File: config.mk
export PLATFORM = sky130hd
export DESIGN_NAME = ipi_dispatch
export DESIGN_NICKNAME = d
export VERILOG_FILES = /design/src/rtl/ipi_pkg.sv /design/src/rtl/ipi_field_decode.sv /design/src/rtl/ipi_seq_fsm.sv /design/src/rtl/ipi_pulse_drive.sv /design/src/rtl/ipi_dispatch.sv
export SDC_FILE = /design/constraint.sdc
export NUM_CORES = 1
export LEC_CHECK = 0
export CAP_MARGIN = 5
export CORE_MARGIN = 8
export CORE_UTILIZATION = 36
export DETAILED_ROUTE_END_ITERATION = 12
export GPL_ROUTABILITY_DRIVEN = 0
export GPL_TIMING_DRIVEN = 0
export PLACE_DENSITY = 0.84
export SLEW_MARGIN = 20
export SYNTH_ARGS = -nofsm -noshare
export SYNTH_HDL_FRONTEND = slang
export SYNTH_SLANG_ARGS = --single-unit
File: constraint.sdc
create_clock -name clk -period 2.3 [get_ports clk]
set_clock_uncertainty 0.2 [all_clocks]
set_input_delay 0.46 -clock clk [delete_from_list [all_inputs] [get_ports clk]]
set_output_delay 0.46 -clock clk [all_outputs]
set_load 0.05 [all_outputs]
File: src/rtl/ipi_pkg.sv
package ipi_pkg;

    localparam int CMD_LSB = 16;
    localparam int CPU_LSB = 8;
    localparam int VEC_LSB = 0;
    localparam int CPU_W   = 5;
    localparam int VEC_W   = 6;

    typedef enum logic [1:0] {
        CMD_POST  = 2'd0,
        CMD_RESET = 2'd1,
        CMD_HALT  = 2'd2,
        CMD_WAKE  = 2'd3
    } ipi_cmd_e;

    typedef enum logic [2:0] {
        ST_IDLE  = 3'd0,
        ST_POST  = 3'd1,
        ST_RESET = 3'd2,
        ST_WAKE  = 3'd3,
        ST_HALT  = 3'd4
    } ipi_state_e;

    typedef struct packed {
        ipi_cmd_e           kind;
        logic [CPU_W-1:0]   cpu;
        logic [VEC_W-1:0]   vec;
    } ipi_word_t;

endpackage

File: src/rtl/ipi_field_decode.sv
module ipi_field_decode
    import ipi_pkg::*;
#(
    parameter int               DATA_W   = 32,
    parameter int               MAX_CPUS = 8,
    parameter logic [VEC_W-1:0] POR_VEC  = 6'h01,
    parameter int               CNT_W    = $clog2(MAX_CPUS + 1)
) (
    input  logic [DATA_W-1:0] wr_data,
    input  logic [CNT_W-1:0]  cpu_count,
    output ipi_word_t         word,
    output logic              cpu_ok,
    output logic              vec_ok
);

    logic [1:0] cmd_bits;

    always_comb begin
        cmd_bits  = wr_data[CMD_LSB +: 2];
        word.kind = ipi_cmd_e'(cmd_bits);
        word.cpu  = wr_data[CPU_LSB +: CPU_W];
        word.vec  = wr_data[VEC_LSB +: VEC_W];
    end

    // A target must be below the live CPU count and inside the built array.
    always_comb begin
        cpu_ok = (32'(word.cpu) < 32'(cpu_count)) && (32'(word.cpu) < MAX_CPUS);
        vec_ok = (word.vec == POR_VEC);
    end

endmodule

File: src/rtl/ipi_seq_fsm.sv
module ipi_seq_fsm
    import ipi_pkg::*;
(
    input  logic             clk,
    input  logic             rst_n,
    input  logic             wr_valid,
    input  ipi_word_t        word,
    input  logic             cpu_ok,
    input  logic             vec_ok,
    output ipi_state_e       state,
    output logic [CPU_W-1:0] cmd_cpu,
    output logic [VEC_W-1:0] cmd_vec,
    output logic             err_flag
);

    ipi_state_e       state_nx;
    logic             take;
    logic             bad_reset;
    logic             err_nx;
    logic [CPU_W-1:0] cpu_nx;
    logic [VEC_W-1:0] vec_nx;

    // A word is taken only while idle and only for a present CPU.
    always_comb begin
        take      = wr_valid && (state == ST_IDLE) && cpu_ok;
        bad_reset = take && (word.kind == CMD_RESET) && !vec_ok;
    end

    always_comb begin
        state_nx = state;
        unique case (state)
            ST_IDLE: begin
                if (take) begin
                    unique case (word.kind)
                        CMD_POST:  state_nx = ST_POST;
                        CMD_RESET: state_nx = vec_ok ? ST_RESET : ST_IDLE;
                        CMD_HALT:  state_nx = ST_HALT;
                        CMD_WAKE:  state_nx = ST_WAKE;
                        default:   state_nx = ST_IDLE;
                    endcase
                end
            end
            ST_POST:  state_nx = ST_IDLE;
            ST_RESET: state_nx = ST_WAKE;
            ST_WAKE:  state_nx = ST_IDLE;
            ST_HALT:  state_nx = ST_IDLE;
            default:  state_nx = ST_IDLE;
        endcase
    end

    always_comb begin
        cpu_nx = take ? word.cpu : cmd_cpu;
        vec_nx = take ? word.vec : cmd_vec;
        err_nx = err_flag | bad_reset;
    end

    always_ff @(posedge clk) begin
        if (!rst_n) begin
            state    <= ST_IDLE;
            cmd_cpu  <= '0;
            cmd_vec  <= '0;
            err_flag <= 1'b0;
        end else begin
            state    <= state_nx;
            cmd_cpu  <= cpu_nx;
            cmd_vec  <= vec_nx;
            err_flag <= err_nx;
        end
    end

endmodule

File: src/rtl/ipi_pulse_drive.sv
module ipi_pulse_drive
    import ipi_pkg::*;
#(
    parameter int MAX_CPUS = 8
) (
    input  ipi_state_e       state,
    input  logic [CPU_W-1:0] cmd_cpu,
    input  logic [VEC_W-1:0] cmd_vec,
    output logic             irq_valid,
    output logic [CPU_W-1:0] irq_cpu,
    output logic [VEC_W-1:0] irq_vec,
    output logic [MAX_CPUS-1:0] reset_pulse,
    output logic [MAX_CPUS-1:0] halt_pulse,
    output logic [MAX_CPUS-1:0] resume_pulse,
    output logic             busy
);

    logic [MAX_CPUS-1:0] cpu_sel;
    logic                in_reset;
    logic                in_halt;
    logic                in_wake;

    for (genvar g = 0; g < MAX_CPUS; g++) begin : g_sel
        localparam logic [CPU_W-1:0] IDX = CPU_W'(g);
        assign cpu_sel[g] = (cmd_cpu == IDX);
    end

    always_comb begin
        irq_valid = 1'b0;
        in_reset  = 1'b0;
        in_halt   = 1'b0;
        in_wake   = 1'b0;
        busy      = 1'b1;
        unique case (state)
            ST_IDLE:  busy      = 1'b0;
            ST_POST:  irq_valid = 1'b1;
            ST_RESET: in_reset  = 1'b1;
            ST_WAKE:  in_wake   = 1'b1;
            ST_HALT:  in_halt   = 1'b1;
            default:  busy      = 1'b0;
        endcase
        irq_cpu      = irq_valid ? cmd_cpu : '0;
        irq_vec      = irq_valid ? cmd_vec : '0;
        reset_pulse  = in_reset ? cpu_sel : '0;
        halt_pulse   = in_halt  ? cpu_sel : '0;
        resume_pulse = in_wake  ? cpu_sel : '0;
    end

endmodule

File: src/rtl/ipi_dispatch.sv
module ipi_dispatch
    import ipi_pkg::*;
#(
    parameter int               DATA_W   = 32,
    parameter int               MAX_CPUS = 8,
    parameter logic [VEC_W-1:0] POR_VEC  = 6'h01,
    parameter int               CNT_W    = $clog2(MAX_CPUS + 1)
) (
    input  logic                clk,
    input  logic                rst_n,
    input  logic                wr_valid,
    input  logic [DATA_W-1:0]   wr_data,
    input  logic [CNT_W-1:0]    cpu_count,
    output logic                irq_valid,
    output logic [CPU_W-1:0]    irq_cpu,
    output logic [VEC_W-1:0]    irq_vec,
    output logic [MAX_CPUS-1:0] reset_pulse,
    output logic [MAX_CPUS-1:0] halt_pulse,
    output logic [MAX_CPUS-1:0] resume_pulse,
    output logic                busy,
    output logic                err_flag
);

    ipi_word_t        word;
    logic             cpu_ok;
    logic             vec_ok;
    ipi_state_e       state;
    logic [CPU_W-1:0] cmd_cpu;
    logic [VEC_W-1:0] cmd_vec;

    ipi_field_decode #(
        .DATA_W   (DATA_W),
        .MAX_CPUS (MAX_CPUS),
        .POR_VEC  (POR_VEC),
        .CNT_W    (CNT_W)
    ) u_decode (
        .wr_data   (wr_data),
        .cpu_count (cpu_count),
        .word      (word),
        .cpu_ok    (cpu_ok),
        .vec_ok    (vec_ok)
    );

    ipi_seq_fsm u_fsm (
        .clk      (clk),
        .rst_n    (rst_n),
        .wr_valid (wr_valid),
        .word     (word),
        .cpu_ok   (cpu_ok),
        .vec_ok   (vec_ok),
        .state    (state),
        .cmd_cpu  (cmd_cpu),
        .cmd_vec  (cmd_vec),
        .err_flag (err_flag)
    );

    ipi_pulse_drive #(
        .MAX_CPUS (MAX_CPUS)
    ) u_drive (
        .state        (state),
        .cmd_cpu      (cmd_cpu),
        .cmd_vec      (cmd_vec),
        .irq_valid    (irq_valid),
        .irq_cpu      (irq_cpu),
        .irq_vec      (irq_vec),
        .reset_pulse  (reset_pulse),
        .halt_pulse   (halt_pulse),
        .resume_pulse (resume_pulse),
        .busy         (busy)
    );

endmodule

# Word level (Yosys, flattened, before mapping)
# Cells that the tools add are included.
[totals]
reg_bits = 15
latch_bits = 0
ram_bits = 0
rom_bits = 0
input_bits = 39
out_inout_bits = 38
elab_cells = 47
memories = 0
[classes]
add_sub_neg = 0
n_mul = 0
div_mod_pow = 0
n_lt_le_gt_ge = 2
eq_ne = 16
shift = 0
n_mux = 14
bitwise = 1
reduce_logical = 10
[ops]
columns = ["operator", "n"]
rows = [
  ["8-bit two-way mux", 3],
  ["5-bit by 3-bit == test with 1-bit output, second input constant", 4],
  ["3-bit one-hot mux with 4 select lines", 1],
  ["5-bit by 2-bit == test with 1-bit output, second input constant", 2],
  ["3-bit by 2-bit == test with 1-bit output, second input constant", 2],
  ["6-bit by 1-bit == test with 1-bit output, second input constant", 1],
  ["6-bit two-way mux", 1],
  ["3-bit one-hot mux with 2 select lines", 1],
  ["5-bit by 1-bit == test with 1-bit output, second input constant", 1],
  ["1-bit logical AND", 5],
  ["5-bit zero test", 1],
  ["5-bit by 4-bit < comparator with 1-bit output", 1],
  ["5-bit by 4-bit < comparator with 1-bit output, second input constant", 1],
  ["1-bit two-way mux", 5],
  ["5-bit two-way mux", 1],
  ["2-bit == test, second input constant", 2],
  ["4-bit OR reduction", 1],
  ["3-bit by 1-bit == test with 1-bit output, second input constant", 1],
  ["3-bit == test, second input constant", 1],
  ["3-bit zero test", 1],
  ["3-bit two-way mux", 1],
  ["2-bit by 1-bit == test with 1-bit output, second input constant", 1],
  ["2-bit zero test", 1],
  ["2-bit two-way mux", 1],
  ["3 further kinds", 3],
]

# Logic depth before layout (Yosys ltp)
[depth]
ltp_word = 6
mapped_depth = 6
depth_no_buf = 5

# Modules after synthesis
# Synthesis repeated with hierarchy kept, for this count alone.
[unflattened]
cells_unflattened = 149
hier_area_um2 = 1182.4
[by_module_without_submodules]
columns = ["module", "n_inst", "cells_per_inst", "area_each_um2", "seq_area_each_um2"]
rows = [
  ["ipi_seq_fsm", 1, 70, 670.6, 300.3],
  ["ipi_pulse_drive", 1, 52, 309.0, 0.0],
  ["ipi_field_decode", 1, 27, 202.7, 0.0],
]

# Worst setup path after synthesis
# Ideal clock, no wire load.
[synth_timing]
kind = "register to output"
from = "register u_fsm.state[1]"
to = "output port reset_pulse[0]"
arrival_ps = 1565
t_required_ps = 1640
setup_slack_ps = 75
stages_incl_launch_ff = 4
n_path_buf = 1
cell_sequence = "dfxtp_1 > or3b_1 > buf_4 > nor2_1"
[synth_via]
elab_chain_len = 3
[synth_rtl]
columns = ["item", "line_no", "source"]
rows = [
  ["from (decl)", "ipi_seq_fsm.sv:10", "output ipi_state_e state,"],
  ["from (signal assigned)", "ipi_seq_fsm.sv:64", "state <= state_nx;"],
  ["3-bit by 2-bit == test with 1-bit output", "ipi_pulse_drive.sv:34", "unique case (state)"],
  ["1-bit two-way mux", "ipi_pulse_drive.sv:34", ""],
  ["8-bit two-way mux", "ipi_pulse_drive.sv:44", "reset_pulse = in_reset ? cpu_sel : '0;"],
  ["to (decl)", "ipi_dispatch.sv:17", "output logic [MAX_CPUS-1:0] reset_pulse,"],
]
# Every way passes these cells.

# Final worst setup path
[layout_timing]
from = "register u_fsm.state[1]"
to = "output port reset_pulse[7]"
# Same word-level chain as after synthesis.

==> flow_summary_export.csv <==
group,metric,value,unit
logic_synthesis,synth-seq-cells,15,
drt,routed_via_density,4.88,
clock_tree,cts_buffer_depth,2,
clock_tree,tritoncts,"built",
status,outcome,"complete, no violations",
floorplan,fp.dieArea,4860,sq um
clock_tree,root_buffer,"clkbuf_4",
timing,max_freq,442,MHz
floorplan,die_w,69.7,um
cells_and_area,area_growth,49.5,%
global_route,track_usage,11.9,%
global_route,grt_pass1_wl,5010,um
clock_tree,cts_made_buffers,3,
clock_tree,h-tree-depth,1,
power,p_leak,0.722,nW
logic_synthesis,yosys.area.top_type,"dfxtp_1",
worst_setup_path,critPathMaxFanout,10,
cells_and_area,layout.nets,247,
timing,slew_viol_final,0,
logic_synthesis,ys_seq_area_share,28.9,%
logic_synthesis,ys_warn_count,0,
drt,post-route-drc-count,0,
clock_tree,clk_pin_slew,0.09,ns
drt,vias,1128,
floorplan,io_pins,77,
logic_synthesis,synth.area.top_cells,"dfxtp_1, nor2_1, nand2_1, mux2i_1, ha_1",
clock_tree,insertion_delay,0.28,ns
logic_synthesis,synthCells,139,
logic_synthesis,ys_types,33,
placement,port_buffers,56,
global_route,grt_pass1_vias,1116,
floorplan,rows,19,
placement,place_inst,226,
timing,fin_setup_tns,0,ns
drt,wire_per_inst,13.0,um
worst_setup_path,cp.required,1.64,ns
placement,hpwl,2440,um
power,powerDensity,347,nW/um^2
timing,period_share,98.4,%
worst_setup_path,critPathKind,"flop to output port",
drt,drt-initial-drc-count,28,
timing,finalCriticalPeriod,2.26,ns
cells_and_area,antenna_cells,0,
cells_and_area,instances_no_fill,231,
timing,hold_violations,0,
timing,rsz0062_at_grt,"yes",
hold_path,hold_class,"flop to flop",
global_route,antenna_found_initial,0,
timing,slew_headroom,63.7,%
drt,ant_nets,0,
drt,first_pass_iters,4,
worst_setup_path,cp.arrival,1.60,ns
floorplan,coreArea,2760,sq um
logic_synthesis,async_flop_share,0,%
logic_synthesis,syn-cell-area,1040,sq um
job,max_cap_viol_count,0,
drt,wirelength,3010,um
clock_tree,cts.sinks,15,
logic_synthesis,synth-edff-count,0,
cells_and_area,drive_gt1_share,28.0,%
floorplan,start_util,37.7,%
logic_synthesis,netlist.area_leader.share,28.9,%
cells_and_area,nFillCells,279,
worst_setup_path,start_kind,"flop",
floorplan,die_h,69.7,um
logic_synthesis,syn_nets,185,
logic_synthesis,synthFlopType,"dfxtp_1",
power,power,0.539,mW
worst_setup_path,cp-end-kind,"output port",
power,peakVddDrop,0.334,mV
logic_synthesis,avgSynthCellArea,7.47,sq um
global_route,overflow,0,
timing,finalSetupViolations,0,
timing,tightest_slew,0.540,ns
global_route,grt_max_degree,11,
registers in the layout (all words and copies together) (netlist names):
signal / flops
u_fsm.state: 3
u_fsm.cmd_vec: 6
u_fsm.err_flag: 1
u_fsm.cmd_cpu: 5
cell families (layout without fill, tap and decap cells):
kind of cell / count (synthesis) / in the layout / synth area share, %
xor gates and xnor gates: 1 / 1 / 0.844
and+or+nand+nor: 86 / 86 / 39.5
AOI/OAI and AO/OA: 10 / 10 / 8.31
adders and majority gates: 7 / 7 / 8.43
buffers and inverters: 11 / 72 / 5.30
DFF: 15 / 15 / 28.9
muxes: 9 / 9 / 8.68
cells in the mapped netlist, drive strengths merged (2+ instances only):
library cell / n
nor2: 29
nand2: 26
dfxtp: 15
and2: 11
mux2i: 9
ha: 7
nand3: 6
inv: 5
buf: 4
o21ai: 3
and3: 2
clkbuf: 2
nor2b: 2
nor3: 2
o211a: 2
cell type report:
| class | instances | area, sq um | share of cell area [%] |
|---|---|---|---|
| repair buffers | 57 | 427 | 27.5 |
| multi-input cells | 113 | 699 | 45.0 |
| inverters | 5 | 18.8 | 1.21 |
| plain buffers | 6 | 38.8 | 2.50 |
| well taps | 31 | 38.8 | 2.50 |
| clock buffers | 4 | 26.3 | 1.69 |
| flip-flops and latches | 15 | 304 | 19.6 |
per-layer routing:
| metal | global-route usage [%] | routed length [um] | up-vias | part of all wire (%) |
|---|---|---|---|---|
| li1 | - | - | 579 | - |
| met1 | 13.4 | 1350 | 507 | 45 |
| met2 | 20.0 | 1420 | 40 | 47 |
| met3 | 4.86 | 233 | 2 | 7.7 |
| met4 | 3.35 | 17 | 0 | 0.56 |
| met5 | 0 | 0 | - | 0 |
through the flow:
step / instance area [sq um] / hold WS, ns / utilization [%] / setup WS [ns]
after global routing: 1550 / 0.280 / 56.3 / -0.0348
after detailed placement: 1640 / 0.242 / 59.4 / -0.276
after CTS: 1600 / 0.262 / 57.8 / 0.00137
after global placement: 1640 / 0.240 / 59.4 / -0.261
after floorplan: 1040 / 0.230 / - / 0.0749
final: 1550 / 0.261 / 56.3 / 0.0362
report_power, final:
| part | leakage [nW] | switching [mW] | internal [mW] |
|---|---|---|---|
| Sequential | 0.123 | 0.00543 | 0.266 |
| Combinational | 0.584 | 0.0566 | 0.0578 |
| Clock | 0.0150 | 0.0862 | 0.0673 |
cells in the final DEF (no fill, tap or decap), types with 2 or more instances in the layout:
master,Yosys,final
ha_1,7,7
clkbuf_4,0,11
and2_1,11,11
buf_4,1,2
buf_6,1,2
clkbuf_2,0,2
dfxtp_1,15,12
clkbuf_1,2,3
nand2_1,26,26
clkdlybuf4s50_1,0,19
and3_1,2,2
buf_2,2,24
o21ai_0,2,2
o211a_1,2,2
nor2_1,29,28
inv_1,5,5
nand3_1,6,6
clkdlybuf4s18_2,0,2
dfxtp_2,0,3
mux2i_1,9,9
final timing paths:
path / from / end / slack [ns] / depth (start not counted)
worst max-delay path: u_fsm.state[1] / reset_pulse[7] / 0.04 / 4
worst min-delay path: u_fsm.cmd_vec[4] / u_fsm.cmd_vec[4] / 0.26 / 2
worst max register to register: u_fsm.state[2] / u_fsm.cmd_cpu[3] / 0.71 / 3
worst min register to register: u_fsm.cmd_vec[4] / u_fsm.cmd_vec[4] / 0.26 / 2
critical path: stages (launching register included):
cell and delay [ns]:
dfxtp_2 0.41, or3b_1 0.37, buf_4 0.18, nor2_1 0.09
buf_2 0.27
what timing repair did:
| action | 4_1_cts | 5_1_grt |
|---|---|---|
| pin swaps | 0 | 0 |
| hold endpoints to repair | 0 | 0 |
| setup endpoints to repair | 37 | 36 |
| buffers inserted | 0 | 1 |
| resized for setup | 144 | 47 |
| hold buffers | 0 | 0 |
Power figures use the tool's default switching activity.
